### config.mk
export PLATFORM = sky130hd
export DESIGN_NAME = seg_scan_mux
export DESIGN_NICKNAME = d
export VERILOG_FILES = /design/src/rtl/seg_scan_pkg.sv /design/src/rtl/seg_ser_shifter.sv /design/src/rtl/seg_scan_seq.sv /design/src/rtl/seg_scan_mux.sv
export SDC_FILE = /design/constraint.sdc
export NUM_CORES = 1
export LEC_CHECK = 0
export BUFFER_PORTS_ARGS = -buffer_cell sky130_fd_sc_hd__clkbuf_2
export CAP_MARGIN = 20
export CORE_ASPECT_RATIO = 1.4
export CORE_MARGIN = 1.5
export CORE_UTILIZATION = 52
export DETAILED_ROUTE_END_ITERATION = 7
export GPL_TIMING_DRIVEN = 1
export MAX_ROUTING_LAYER = met4
export PLACE_DENSITY = 0.75
export SLEW_MARGIN = 0
export SYNTH_ARGS = -nofsm -noshare
export SYNTH_HDL_FRONTEND = slang
export SYNTH_SLANG_ARGS = --single-unit
### constraint.sdc
create_clock -name clk -period 2.4 [get_ports clk]
set_clock_uncertainty 0.15 [all_clocks]
set_input_delay 0.12 -clock clk [delete_from_list [all_inputs] [get_ports clk]]
set_output_delay 0.12 -clock clk [all_outputs]
set_load 0.005 [all_outputs]
### src/rtl/seg_scan_pkg.sv
package seg_scan_pkg;

  localparam int NUM_DIG    = 5;
  localparam int NUM_TGT    = 3;
  localparam int NUM_SC     = 2;
  localparam int BCD_W      = 4;
  localparam int SER_W      = 8;
  localparam int SER_STEPS  = 2 * SER_W + 2;
  localparam int SER_STEP_W = $clog2(SER_STEPS);

  typedef enum logic [2:0] {
    SL_T_HUN = 3'd0,
    SL_T_TEN = 3'd1,
    SL_T_ONE = 3'd2,
    SL_S_ONE = 3'd3,
    SL_S_TEN = 3'd4
  } slot_e;

  typedef enum logic [1:0] {
    ST_LOAD,
    ST_PRIME,
    ST_SHIFT,
    ST_HOLD
  } phase_e;

  typedef struct packed {
    logic latch;
    logic sck;
    logic sd;
  } ser_lines_t;

  function automatic slot_e next_slot(slot_e s);
    return (s == SL_S_TEN) ? SL_T_HUN : slot_e'(s + 3'd1);
  endfunction

  function automatic logic is_target(slot_e s);
    return s < SL_S_ONE;
  endfunction

  function automatic logic [SER_W-1:0] pack_score(logic [BCD_W-1:0] d);
    return {{(SER_W-BCD_W){1'b0}}, d};
  endfunction

  // step 0: latch low; odd steps: clock low with data; even steps: clock high;
  // last step: latch high again
  function automatic ser_lines_t ser_step(logic active, logic [SER_STEP_W-1:0] step,
                                          logic [SER_W-1:0] b);
    ser_lines_t l;
    int k;
    l = '{latch: 1'b1, sck: 1'b0, sd: 1'b0};
    if (active) begin
      if (step == '0) begin
        l.latch = 1'b0;
      end else if (int'(step) < SER_STEPS - 1) begin
        k       = SER_W - 1 - ((int'(step) - 1) >> 1);
        l.latch = 1'b0;
        l.sck   = ~step[0];
        l.sd    = b[k];
      end
    end
    return l;
  endfunction

endpackage

### src/rtl/seg_ser_shifter.sv
module seg_ser_shifter
  import seg_scan_pkg::*;
#(
  parameter int SCLK_DIV = 4
) (
  input  logic             clk,
  input  logic             rst,
  input  logic             start_i,
  input  logic [SER_W-1:0] byte_i,
  output logic             done_o,
  output logic             ser_data_o,
  output logic             ser_clk_o,
  output logic             ser_latch_o
);

  localparam int DIV_W = $clog2(SCLK_DIV + 1);
  localparam logic [SER_STEP_W-1:0] LAST_STEP = SER_STEP_W'(SER_STEPS - 1);
  localparam logic [DIV_W-1:0]      DIV_TOP   = DIV_W'(SCLK_DIV - 1);

  logic                  busy;
  logic [SER_STEP_W-1:0] step;
  logic [DIV_W-1:0]      dcnt;
  logic [SER_W-1:0]      shreg;
  logic                  step_end;
  ser_lines_t            lines;

  assign step_end = busy && (dcnt == DIV_TOP);

  always_ff @(posedge clk) begin
    if (rst) begin
      busy   <= 1'b0;
      step   <= '0;
      dcnt   <= '0;
      shreg  <= '0;
      done_o <= 1'b0;
    end else begin
      done_o <= 1'b0;
      if (start_i) begin
        busy  <= 1'b1;
        step  <= '0;
        dcnt  <= '0;
        shreg <= byte_i;
      end else if (step_end) begin
        dcnt <= '0;
        if (step == LAST_STEP) begin
          busy   <= 1'b0;
          done_o <= 1'b1;
        end else begin
          step <= step + 1'b1;
        end
      end else if (busy) begin
        dcnt <= dcnt + 1'b1;
      end
    end
  end

  assign lines       = ser_step(busy, step, shreg);
  assign ser_data_o  = lines.sd;
  assign ser_clk_o   = lines.sck;
  assign ser_latch_o = lines.latch;

  AST_CLK_NEEDS_LATCH: assert property (@(posedge clk) disable iff (rst)
    $rose(ser_clk_o) |-> !ser_latch_o);
  AST_DATA_STILL_HIGH: assert property (@(posedge clk) disable iff (rst)
    (ser_clk_o && $past(ser_clk_o)) |-> $stable(ser_data_o));
  AST_DONE_LATCHED: assert property (@(posedge clk) disable iff (rst)
    done_o |-> ser_latch_o);

endmodule

### src/rtl/seg_scan_seq.sv
module seg_scan_seq
  import seg_scan_pkg::*;
#(
  parameter int HOLD_CYC = 50000
) (
  input  logic                           clk,
  input  logic                           rst,
  input  logic [NUM_DIG-1:0][BCD_W-1:0]  dig_i,
  input  logic                           ser_done_i,
  output slot_e                          slot_o,
  output logic                           lit_o,
  output logic [BCD_W-1:0]               bus_o,
  output logic                           ser_start_o,
  output logic [SER_W-1:0]               ser_byte_o
);

  localparam int CNT_W = $clog2(HOLD_CYC + 1);
  localparam logic [CNT_W-1:0] CNT_TOP = CNT_W'(HOLD_CYC - 1);

  phase_e                         st;
  slot_e                          slot;
  logic [CNT_W-1:0]               cnt;
  logic [NUM_DIG-1:0][BCD_W-1:0]  snap;
  logic [BCD_W-1:0]               cur_dig;
  logic                           snap_take;

  assign snap_take = (st == ST_LOAD) && (slot == SL_T_HUN);
  assign cur_dig   = (slot == SL_T_HUN) ? dig_i[0] : snap[slot];

  always_ff @(posedge clk) begin
    if (rst) begin
      st    <= ST_LOAD;
      slot  <= SL_T_HUN;
      cnt   <= '0;
      bus_o <= '0;
      snap  <= '0;
    end else begin
      unique case (st)
        ST_LOAD: begin
          if (snap_take) snap <= dig_i;
          if (is_target(slot)) begin
            bus_o <= cur_dig;
            st    <= ST_PRIME;
          end else begin
            st <= ST_SHIFT;
          end
        end
        ST_PRIME: begin
          cnt <= '0;
          st  <= ST_HOLD;
        end
        ST_SHIFT: begin
          cnt <= '0;
          if (ser_done_i) st <= ST_HOLD;
        end
        ST_HOLD: begin
          if (cnt == CNT_TOP) begin
            cnt  <= '0;
            slot <= next_slot(slot);
            st   <= ST_LOAD;
          end else begin
            cnt <= cnt + 1'b1;
          end
        end
        default: st <= ST_LOAD;
      endcase
    end
  end

  assign slot_o      = slot;
  assign lit_o       = (st == ST_HOLD);
  assign ser_start_o = (st == ST_LOAD) && !is_target(slot);
  assign ser_byte_o  = pack_score(snap[slot]);

  AST_SNAP_FROZEN: assert property (@(posedge clk) disable iff (rst)
    !snap_take |=> $stable(snap));
  AST_BUS_QUIET_LIT: assert property (@(posedge clk) disable iff (rst)
    lit_o |-> $stable(bus_o));
  AST_SLOT_STEP: assert property (@(posedge clk) disable iff (rst)
    !$stable(slot) |-> $past(lit_o));

endmodule

### src/rtl/seg_scan_mux.sv
module seg_scan_mux
  import seg_scan_pkg::*;
#(
  parameter int HOLD_CYC = 50000,
  parameter int SCLK_DIV = 4
) (
  input  logic       clk,
  input  logic       rst,
  input  logic [3:0] tgt_hun_i,
  input  logic [3:0] tgt_ten_i,
  input  logic [3:0] tgt_one_i,
  input  logic [3:0] sc_one_i,
  input  logic [3:0] sc_ten_i,
  output logic [3:0] bcd_o,
  output logic [2:0] tgt_en_o,
  output logic [1:0] sc_en_o,
  output logic       ser_data_o,
  output logic       ser_clk_o,
  output logic       ser_latch_o
);

  logic [NUM_DIG-1:0][BCD_W-1:0] dig;
  slot_e                         slot;
  logic                          lit;
  logic                          ser_start;
  logic                          ser_done;
  logic [SER_W-1:0]              ser_byte;

  assign dig = {sc_ten_i, sc_one_i, tgt_one_i, tgt_ten_i, tgt_hun_i};

  seg_scan_seq #(.HOLD_CYC(HOLD_CYC)) u_seq (
    .clk         (clk),
    .rst         (rst),
    .dig_i       (dig),
    .ser_done_i  (ser_done),
    .slot_o      (slot),
    .lit_o       (lit),
    .bus_o       (bcd_o),
    .ser_start_o (ser_start),
    .ser_byte_o  (ser_byte)
  );

  seg_ser_shifter #(.SCLK_DIV(SCLK_DIV)) u_ser (
    .clk         (clk),
    .rst         (rst),
    .start_i     (ser_start),
    .byte_i      (ser_byte),
    .done_o      (ser_done),
    .ser_data_o  (ser_data_o),
    .ser_clk_o   (ser_clk_o),
    .ser_latch_o (ser_latch_o)
  );

  for (genvar g = 0; g < NUM_TGT; g++) begin : g_tgt_en
    assign tgt_en_o[g] = lit && (slot == slot_e'(3'(NUM_TGT - 1 - g)));
  end

  for (genvar g = 0; g < NUM_SC; g++) begin : g_sc_en
    assign sc_en_o[g] = lit && (slot == slot_e'(3'(NUM_TGT + g)));
  end

  AST_TGT_ONEHOT: assert property (@(posedge clk) disable iff (rst)
    $onehot0(tgt_en_o));
  AST_SC_ONEHOT: assert property (@(posedge clk) disable iff (rst)
    $onehot0(sc_en_o) && !((|tgt_en_o) && (|sc_en_o)));
  AST_DARK_DURING_LATCH: assert property (@(posedge clk) disable iff (rst)
    !ser_latch_o |-> (tgt_en_o == '0 && sc_en_o == '0));
  AST_BUS_STABLE_LIT: assert property (@(posedge clk) disable iff (rst)
    (|tgt_en_o) |-> $stable(bcd_o));

endmodule

; ---- Yosys cells after proc, flatten, opt, wreduce, memory -nomap -nowiden
; Cells that the tools add are included.
[totals]
register_bits = 59
latchBits = 0
ramBits = 0
romBits = 0
output_inout_bits = 12
n_memories = 0
[classes]
addsub = 6
mul = 0
div = 0
order_cmp = 4
n_eq_ne = 12
shift = 0
muxes = 21
n_bitwise = 3
n_reduce_logical = 25
[op_table]
columns = operator, n
row1 = 32-bit by 5-bit < comparator with 1-bit output (second input constant), 1
row2 = 16-bit one-hot mux with 2 select lines, 1
row3 = 3-bit by 31-bit subtractor with 32-bit output (first input constant), 1
row4 = 16-bit by 1-bit adder with 16-bit output (second input constant), 1
row5 = 16-bit equality test (second input constant), 1
row6 = 16-bit two-way mux, 1
row7 = 4-bit binary-select mux with 3-bit select, 1
row8 = 2-bit AND reduction, 6
row9 = 3-bit by 2-bit equality test with 1-bit output (second input constant), 3
row10 = 3-bit two-way mux, 3
row11 = 1-bit logical AND, 8
row12 = 2-bit two-way mux, 4
row13 = 4-bit two-way mux, 2
row14 = 2-bit one-hot mux with 4 select lines, 1
row15 = 1-bit two-way mux, 7
row16 = 3-bit by 1-bit adder with 3-bit output (second input constant), 2
row17 = 2-bit nonzero test, 3
row18 = 3-bit OR reduction, 2
row19 = 5-bit by 1-bit subtractor with 6-bit output (second input constant), 1
row20 = 5-bit by 1-bit adder with 5-bit output (second input constant), 1
row21 = 5-bit equality test (second input constant), 1
row22 = 5-bit zero test, 1
row23 = 5-bit < comparator (second input constant), 1
row24 = 2-bit equality test (second input constant), 2
row25 = other kinds (12), 16

; ---- Longest topological paths before layout
; Gate-level depths: netlist of run 1.
[depth]
depth_word = 8
ltp_mapped = 8
ltp_nobuf = 6

; ---- Hierarchy
; A second synthesis of run 1 with hierarchy kept.
[unflattened]
cells_unflattened = 363
area_unflattened_um2 = 3141.8
[by_module_without_submodules]
columns = mod, n_inst, cells_per_inst, area_per_inst_um2, seq_area_each_um2
row1 = seg_scan_seq, 1, 266, 2189.6, 900.9
row2 = seg_ser_shifter, 1, 92, 888.4, 360.3
row3 = seg_scan_mux, 1, 5, 63.8, 0.0

; ---- Worst setup path before layout of run 1
; No wires, ideal clock.
[synth_timing]
kind = register to register
startpoint = reg u_seq.slot[0] (netlist: u_seq.slot_o[0])
endpoint = reg u_seq.bus_o[0]
setup_ps = 132
t_arrival_ps = 1959
path_slack_ps = 158
stages_incl_launch_ff = 9
n_path_buf = 2
path_cell_list = dfxtp_1 -> clkbuf_1 -> clkbuf_1 -> inv_1 -> ha_1 -> nor3_1 -> a22oi_1 -> nand3_1 -> a21oi_1
[synth_via]
elab_chain_cells = 3
elab_cells_between_ends = 6
cone_classes = 1 x order compare / 3 x mux / 2 x reduce/logical
[synth_rtl]
columns = element, line_no
row1 = from (decl), seg_scan_seq.sv:21  ; slot_e slot;
row2 = from (signal assigned), seg_scan_seq.sv:59  ; slot <= next_slot(slot);
row3 = 4-bit binary-select mux with 3-bit select, seg_scan_seq.sv:28  ; assign cur_dig = (slot == SL_T_HUN) ? dig_i[0] : snap[slot];
row4 = 4-bit two-way mux (implied by the code), seg_scan_seq.sv:28
row5 = 4-bit two-way mux, seg_scan_seq.sv:28
row6 = to (signal assigned), seg_scan_seq.sv:42  ; bus_o <= cur_dig;
row7 = to (decl), seg_scan_seq.sv:12  ; output logic [BCD_W-1:0] bus_o,
; Several ways; a longest one is shown, not always the timed one. The select of a mux whose other input is x is not followed.
; A chain may end at the register's enable or synchronous reset.

; ---- Final worst setup path of run 1
[layout_timing]
startpoint = reg u_ser.step[0]
endpoint = out ser_data_o
[layout_via]
elab_chain_cells = 8
elab_cells_between_ends = 10
cone_classes = 2 x add/sub / 1 x order compare / 6 x mux / 1 x reduce/logical
[layout_rtl]
columns = element, line_no
row1 = from (decl), seg_ser_shifter.sv:21  ; logic [SER_STEP_W-1:0] step;
row2 = from (signal assigned), seg_ser_shifter.sv:49  ; step <= step + 1'b1;
row3 = 5-bit by 1-bit subtractor with 6-bit output, seg_scan_pkg.sv:55  ; k = SER_W - 1 - ((int'(step) - 1) >> 1);
row4 = 3-bit by 31-bit subtractor with 32-bit output, seg_scan_pkg.sv:55
row5 = 1-bit binary-select mux with 3-bit select, seg_scan_pkg.sv:58  ; l.sd = b[k];
row6 = 1-bit two-way mux (implied by the code) (2 in series), seg_scan_pkg.sv:58
row7 = 3-bit two-way mux, seg_scan_pkg.sv:54  ; end else if (int'(step) < SER_STEPS - 1) begin
row8 = 2-bit two-way mux (*), seg_scan_pkg.sv:52  ; if (step == '0) begin
row9 = 3-bit two-way mux (*), seg_scan_pkg.sv:51  ; if (active) begin
row10 = to (decl), seg_scan_mux.sv:17  ; output logic ser_data_o,
; Mark *: on every way between the ends. The rest lies on a longest branch, timed or not. The select of a mux whose other input is x is not followed.

==> results.md, run 1 <==
* Worst Setup EP: ser_data_o
* HP Start: u_seq.snap[10]$_SDFFE_PP0P_
* Leakage power figure at 1.37 nW
* CTS tree: yes
* GRT met1 Usage at 28.6%
* Slew margin rel. at 56.8%
* Syn Inst Count at 367
* Most frequent cells in the layout: nand2_1 (61), dfxtp_1 (59), a21oi_1 (45)
* Initial Util at 54.0%
* P_int at 0.00195 W
* Met2 GRT Util at 43.2%
* Tmin final at 2.25 ns
* Fmax at 445 MHz
* DRT antenna net count at 0
* Final count of hold timing violations at 0
* Overall Power at 0.00284 W
* Pwr Density at 782 nW/um2
* Syn-to-layout area delta at 22.5%
* Switch share at 31.2%
* Seq/Total Area, Yosys at 39.9%
* Final setup violation count at 0
* Row count at 32
* Maximum VDD drop at 659 uV
* Setup Buffers After CTS at 0
* Number of synthesized flops with an enable pin at 0
* Routed vias at 2726
* GP Congestion at 0.896
* Iter 0 DRT Violations at 150
* CP cell instances: inv_1 -> ha_1 -> mux4_2 -> and3_1 -> clkbuf_2
* Number of global-route vias before repair at 2598
* Gr ovfl total at 0
* Post-synthesis cell type count at 46
* Final worst slack at 0.152 ns
* Core box area at 5490 um2
* Synthesized Nets at 403
* CP Capture Type: primary output
* Synthesized area at 2960 um2
* RSZ-0062 raised after global routing: no
* R2R Path Start: u_seq.cnt[0]$_SDFFE_PP0P_
* Max Slew Vio Count at 0
* Largest net degree at the start of global routing at 30
* Logic pwr share at 23.5%
* Asr flop ratio synth at 0%
* Global-route wire length before repair at 11700 um
* Clock power share at 34.4%
* IO Port Bufs at 33
* GRT Resource Usage Total at 25.3%
* CTS Buffer Depth at 2
* Setup TNS at 0 ns
* Vias per inst at 5.48
* Worst reg-to-reg setup slack at 0.19 ns
* Worst EP arrival at 1.98 ns
* CP Data Required Time at 2.13 ns
* NumNets Final at 460
* DPL Wire Length at 4610 um
* Worst-path maximum fanout at 7
* GRT met3 Usage at 4.13%
* Busiest grt layer: met2
* CTS Buf Count at 9
* Sequential Power Share at 42.1%
* Worst slew pin tran at 0.646 ns
* Drc violations at 0
* DR WL/cell at 14.0 um
* Most common cell after layout, fill and taps aside: nand2_1
* IO Pins at 34
* FF+latch count, synth at 59
* Maxcap violations at 0
* Clock transition at path regs at 0.06 ns
* Sink Count at 59
* Primary FF master, synth: dfxtp_1
* Max incr delay on CP at 0.51 ns
* Layout cells sized above 1 at 14.2%
* PostCTS Resize Cnt at 0
* CTS H-tree lvls at 3
* CP Launch Point: u_ser.step[0]$_SDFFE_PP0P_
* Hold Path Class: reg2reg
* Worst Path Buf+Inv at 2
* R2r worst-path depth at 5
* Synth warnings at 0
* DR pass1 iterations at 5
* CP max stage cell: mux4_2
* Dpl ws at 0.244 ns
* Clock root cell: clkbuf_8
* Die H at 92.3 um
* Clk Latency, worst-skew pair at 0.34 ns
* Fin crit share at 93.7%
* Cts hold-fix bufs at 21
* Final wirelength at 6980 um
* Avg Cell Area, Syn at 8.07 um2
* Die Width at 66.8 um
* WS Path Type: reg2out
* Psw at 0.000885 W
* Die Area at 6160 um2
* Status: complete, no violations
* Diode count at 0
* Antenna violations before repair at 0
* Final core occ at 66.1%
* Delay-heaviest family, CP: multiplexers
* Setup crit start kind: register
* Capturing point of the worst reg2reg path: u_seq.st[1]$_SDFFE_PP0P_
* CP Depth at 5
## state kept, by name, summed over array words and instances (netlist names)
register and cells:
u_seq.bus_o 4, u_seq.cnt 16, u_seq.slot_o 3, u_seq.snap 20, u_seq.st 2, u_ser.busy 1
u_ser.dcnt 3, u_ser.done_o 1, u_ser.shreg 4, u_ser.step 5
## layout make-up
| type | count | area [um2] |
|---|---|---|
| tap | 68 | 85.1 |
| clock buffer | 11 | 131 |
| clock inverter | 5 | 77.6 |
| fill | 460 | 1860 |
| inverter | 16 | 60.1 |
| timing repair buffer | 62 | 435 |
| sequential | 59 | 1180 |
| multi-input combinational | 276 | 1660 |
## logic make-up (layout without fill, tap and decap cells)
| group | after synthesis | in the layout | synth area share (%) |
|---|---|---|---|
| XOR/XNOR | 11 | 11 | 3.25 |
| AND/OR/NAND/NOR | 162 | 162 | 27.2 |
| adder cells (fa/ha/maj) | 14 | 14 | 5.91 |
| AO/OA/AOI/OAI | 79 | 79 | 15.8 |
| buffers and inverters | 32 | 94 | 4.14 |
| flip-flops | 59 | 59 | 39.9 |
| multiplexers | 10 | 10 | 3.80 |
## power by group through the flow
stage          combinational, W  clock, W  sequential [W]
3_3_place_gp           0.000621         0         0.00121
6_report               0.000668  0.000975         0.00119
3_5_place_dp           0.000633         0         0.00121
4_1_cts                0.000669  0.000986         0.00119
5_1_grt                0.000763   0.00104         0.00121
2_1_floorplan          0.000454         0         0.00119
## per-layer routing
metal  vias up  wire [um]
met2        56       3790
met4         0         99
met1      1258       2860
li1       1402          -
met5         -          0
met3        10        231
## through the flow
stage | hold slack, ns | std cells | cell area [um2]
global route | 0.318 | 497 | 3630
floorplan | 0.106 | 367 | 2960
detailed placement | 0.198 | 460 | 3210
CTS | 0.306 | 497 | 3630
finish | 0.305 | 497 | 3630
global placement | 0.193 | 460 | 3210
## worst min-delay path by stage
stage                             endpoint  slack, ns  depth (start not counted)
3_3_place_gp   u_seq.snap[18]$_SDFFE_PP0P_       0.19                          3
4_1_cts        u_seq.snap[10]$_SDFFE_PP0P_       0.31                          2
6_report       u_seq.snap[10]$_SDFFE_PP0P_       0.30                          2
2_1_floorplan   u_seq.snap[0]$_SDFFE_PP0P_       0.11                          2
5_1_grt        u_seq.snap[17]$_SDFFE_PP0P_       0.32                          2
3_5_place_dp   u_seq.snap[12]$_SDFFE_PP0P_       0.20                          3
## worst register-to-register path, stage by stage (launching register included)
cell and delay (ns):
dfxtp_1 0.38, ha_1 0.25, nand4b_1 0.12, o41a_1 0.53, or4_1 0.56, a21oi_1 0.15
## Yosys cell counts, drive strengths merged, types with 5 or more instances
master / n / area share, %
nand3: 14 / 2.5
xnor2: 7 / 2.1
o21ai: 9 / 1.5
nor3: 6 / 1.0
ha: 14 / 5.9
nor2b: 5 / 1.1
dfxtp: 59 / 40
mux2i: 9 / 3.0
inv: 16 / 2.0
nand2: 61 / 7.7
nand2b: 9 / 1.9
or4: 7 / 1.9
a21oi: 45 / 7.6
clkbuf: 13 / 1.6
and3: 6 / 1.3
nor2: 29 / 3.7
(Power assumes the default switching activity.)
==> run 2, diff against run 1 <==
--- a/config.mk
+++ b/config.mk
@@ -9,11 +9,11 @@
 export CAP_MARGIN = 20
 export CORE_ASPECT_RATIO = 1.4
 export CORE_MARGIN = 1.5
-export CORE_UTILIZATION = 52
+export CORE_UTILIZATION = 58
 export DETAILED_ROUTE_END_ITERATION = 7
 export GPL_TIMING_DRIVEN = 1
 export MAX_ROUTING_LAYER = met4
-export PLACE_DENSITY = 0.75
+export PLACE_DENSITY = 0.79
 export SLEW_MARGIN = 0
 export SYNTH_ARGS = -nofsm -noshare
 export SYNTH_HDL_FRONTEND = slang
==> constraint.sdc (replaced) <==
create_clock -name clk -period 2.36 [get_ports clk]
set_clock_uncertainty 0.15 [all_clocks]
set_input_delay 0.118 -clock clk [delete_from_list [all_inputs] [get_ports clk]]
set_output_delay 0.118 -clock clk [all_outputs]
set_load 0.005 [all_outputs]
==> results.md, run 2 (same netlist as run 1, synthesis figures left out) <==
* Top Registers: u_seq.snap (20), u_seq.cnt (16), u_ser.step (5)
* Final worst slack at 0.105 ns (-0.0464 ns)
* Row count at 30 (-6.3%)
* Tmin final at 2.25 ns
* Most frequent cells in the layout: nand2_1 (61), dfxtp_1 (58), a21oi_1 (45)
* Fmax at 444 MHz
* Vias per inst at 5.69 (+3.7%)
* Max Slew Vio Count at 0 (unchanged)
* DPL Wire Length at 5040 um (+9.5%)
* IO Pins at 34 (unchanged)
* CP Data Required Time at 2.09 ns (-0.04 ns)
* CTS tree: yes
* CP cell instances: inv_1 -> ha_1 -> mux4_2 -> and3_1 -> clkbuf_2
* WS Path Type: reg2out
* Post-route cell area at 3600 um2 (-0.72%)
* P_int at 0.00191 W (-2.2%)
* Setup TNS at 0 ns (unchanged)
* Worst Path Buf+Inv at 2 (unchanged)
* Diode count at 0 (unchanged)
* Final wirelength at 7140 um (+2.3%)
* Core box area at 4880 um2 (-11%)
* CP Capture Type: primary output
* RSZ-0062 raised after global routing: no
* Clock power share at 31.2% (-3.2 points)
* DRT antenna net count at 0 (unchanged)
* NumNets Final at 461 (+0.22%)
* Maxcap violations at 0 (unchanged)
* Pwr Density at 776 nW/um2 (-0.80%)
* Largest net degree at the start of global routing at 29 (-3.3%)
* Clk Latency, worst-skew pair at 0.34 ns (about the same)
* HP Start: rst
* Die Area at 5550 um2 (-10%)
* GRT Resource Usage Total at 29.1% (+3.8 points)
* Reg with most FFs: u_seq.snap
* Capturing point of the worst reg2reg path: u_seq.cnt[15]$_SDFFE_PP0P_
* Maximum VDD drop at 474 uV (-28%)
* R2R Path Start: u_seq.st[1]$_SDFFE_PP0P_
* DR WL/cell at 14.5 um (+3.4%)
* Final setup violation count at 0 (unchanged)
* Sink Count at 59 (unchanged)
* Dpl ws at 0.313 ns (+0.0691 ns)
* Iter 0 DRT Violations at 169 (+13%)
* Worst EP arrival at 1.99 ns (about the same)
* Global-route wire length before repair at 12200 um (+4.5%)
* Routed vias at 2799 (+2.7%)
* Slew margin rel. at 60.3% (+3.5 points)
* Status: complete, no violations
* Largest register FFs at 20 (unchanged)
* Number of global-route vias before repair at 2697 (+3.8%)
* Final count of hold timing violations at 0 (unchanged)
* Logic pwr share at 25.3% (+1.8 points)
* R2r worst-path depth at 6 (+1)
* Max incr delay on CP at 0.51 ns (about the same)
* Setup Buffers After CTS at 0 (unchanged)
* Drc violations at 0 (unchanged)
* Fin crit share at 95.5%
* CTS H-tree lvls at 3 (unchanged)
* DR pass1 iterations at 4 (-1)
* Die H at 87.6 um (-5.1%)
* Switch share at 31.6% (+0.44 points)
* Sequential Power Share at 43.4% (+1.3 points)
* Clock transition at path regs at 0.06 ns (about the same)
* Worst reg-to-reg setup slack at 0.28 ns (+0.09 ns)
* Die Width at 63.4 um (-5.1%)
* CTS Buf Count at 9 (unchanged)
* Leakage power figure at 1.37 nW (-0.12%)
* IO Port Bufs at 33 (unchanged)
* Hold Path Class: in2reg
* Delay-heaviest family, CP: multiplexers
* Cell count of the worst hold path at 2 (unchanged)
* Psw at 0.000884 W (-0.12%)
* CTS Buffer Depth at 2 (unchanged)
* Clock root cell: clkbuf_8
* WHS Endpoint: u_seq.cnt[4]$_SDFFE_PP0P_
* Antenna violations before repair at 0 (unchanged)
* Gr ovfl total at 0 (unchanged)
* Worst-path maximum fanout at 5 (-2)
* Syn-to-layout area delta at 21.6%
* Most common cell after layout, fill and taps aside: nand2_1
* Layout cells sized above 1 at 14.7% (+0.50 points)
* CP Depth at 5 (unchanged)
* Setup crit start kind: register
* CP max stage cell: mux4_2
* Placement-stage cell area at 3220 um2 (+0.31%)
* Initial Util at 60.7% (+6.7 points)
* Worst slew pin tran at 0.590 ns (-0.0557 ns)
* GP Congestion at 0.816 (-8.9%)
run 2: worst max path at each step:
stage / startpoint / end / slack [ns]
floorplan: u_seq.slot_o[0]$_SDFFE_PP0P_ / u_seq.bus_o[0]$_SDFFE_PP0P_ / 0.12
CTS: u_ser.step[0]$_SDFFE_PP0P_ / ser_data_o / 0.07
global route: u_ser.step[1]$_SDFFE_PP0P_ / ser_data_o / 0.02
global placement: u_seq.cnt[0]$_SDFFE_PP0P_ / u_seq.st[1]$_SDFFE_PP0P_ / 0.36
finish: u_ser.step[1]$_SDFFE_PP0P_ / ser_data_o / 0.11
detailed placement: u_seq.cnt[0]$_SDFFE_PP0P_ / u_seq.st[1]$_SDFFE_PP0P_ / 0.31
run 2: area by class of cell:
type                            instances  area [um2]
Inverter                               16        60.1
Tap cell                               64        80.1
Timing Repair Buffer                   63         440
Clock inverter                          3        40.0
Fill cell                             402        1280
Sequential cell                        59        1180
Multi-Input combinational cell        276        1660
Clock buffer                           11         141
run 2: power by group through the flow:
stage	Sequential, W	Combinational, W	Clock [W]
6_report	0.00121	0.000708	0.000872
3_5_place_dp	0.00123	0.000669	0
3_3_place_gp	0.00123	0.000659	0
4_1_cts	0.00121	0.000699	0.000885
2_1_floorplan	0.00121	0.000462	0
5_1_grt	0.00123	0.000796	0.000921
run 2: per-layer routing:
layer | vias up | part of all wire, % | track usage (%) | routed length [um]
li1 | 1398 | - | - | -
met1 | 1332 | 40 | 30.7 | 2860
met2 | 53 | 55 | 52.9 | 3910
met3 | 16 | 2.7 | 4.63 | 195
met4 | 0 | 2.5 | 13.8 | 179
met5 | - | 0 | - | 0
run 2: stage by stage:
| stage | hold WS (ns) | total power [W] | util (%) | cells |
|---|---|---|---|---|
| CTS | 0.193 | 0.00280 | 73.8 | 492 |
| finish | 0.202 | 0.00279 | 73.8 | 492 |
| global route | 0.240 | 0.00294 | 73.8 | 492 |
| global placement | 0.192 | 0.00189 | 66.0 | 458 |
| detailed placement | 0.198 | 0.00190 | 66.0 | 458 |
| floorplan | 0.104 | 0.00167 | - | 367 |
run 2: timing repair:
item,4_1_cts,5_1_grt
endpoints found under the hold margin,20,0
resized for setup,0,1
hold buffers,20,0
endpoints found under the setup margin,0,1
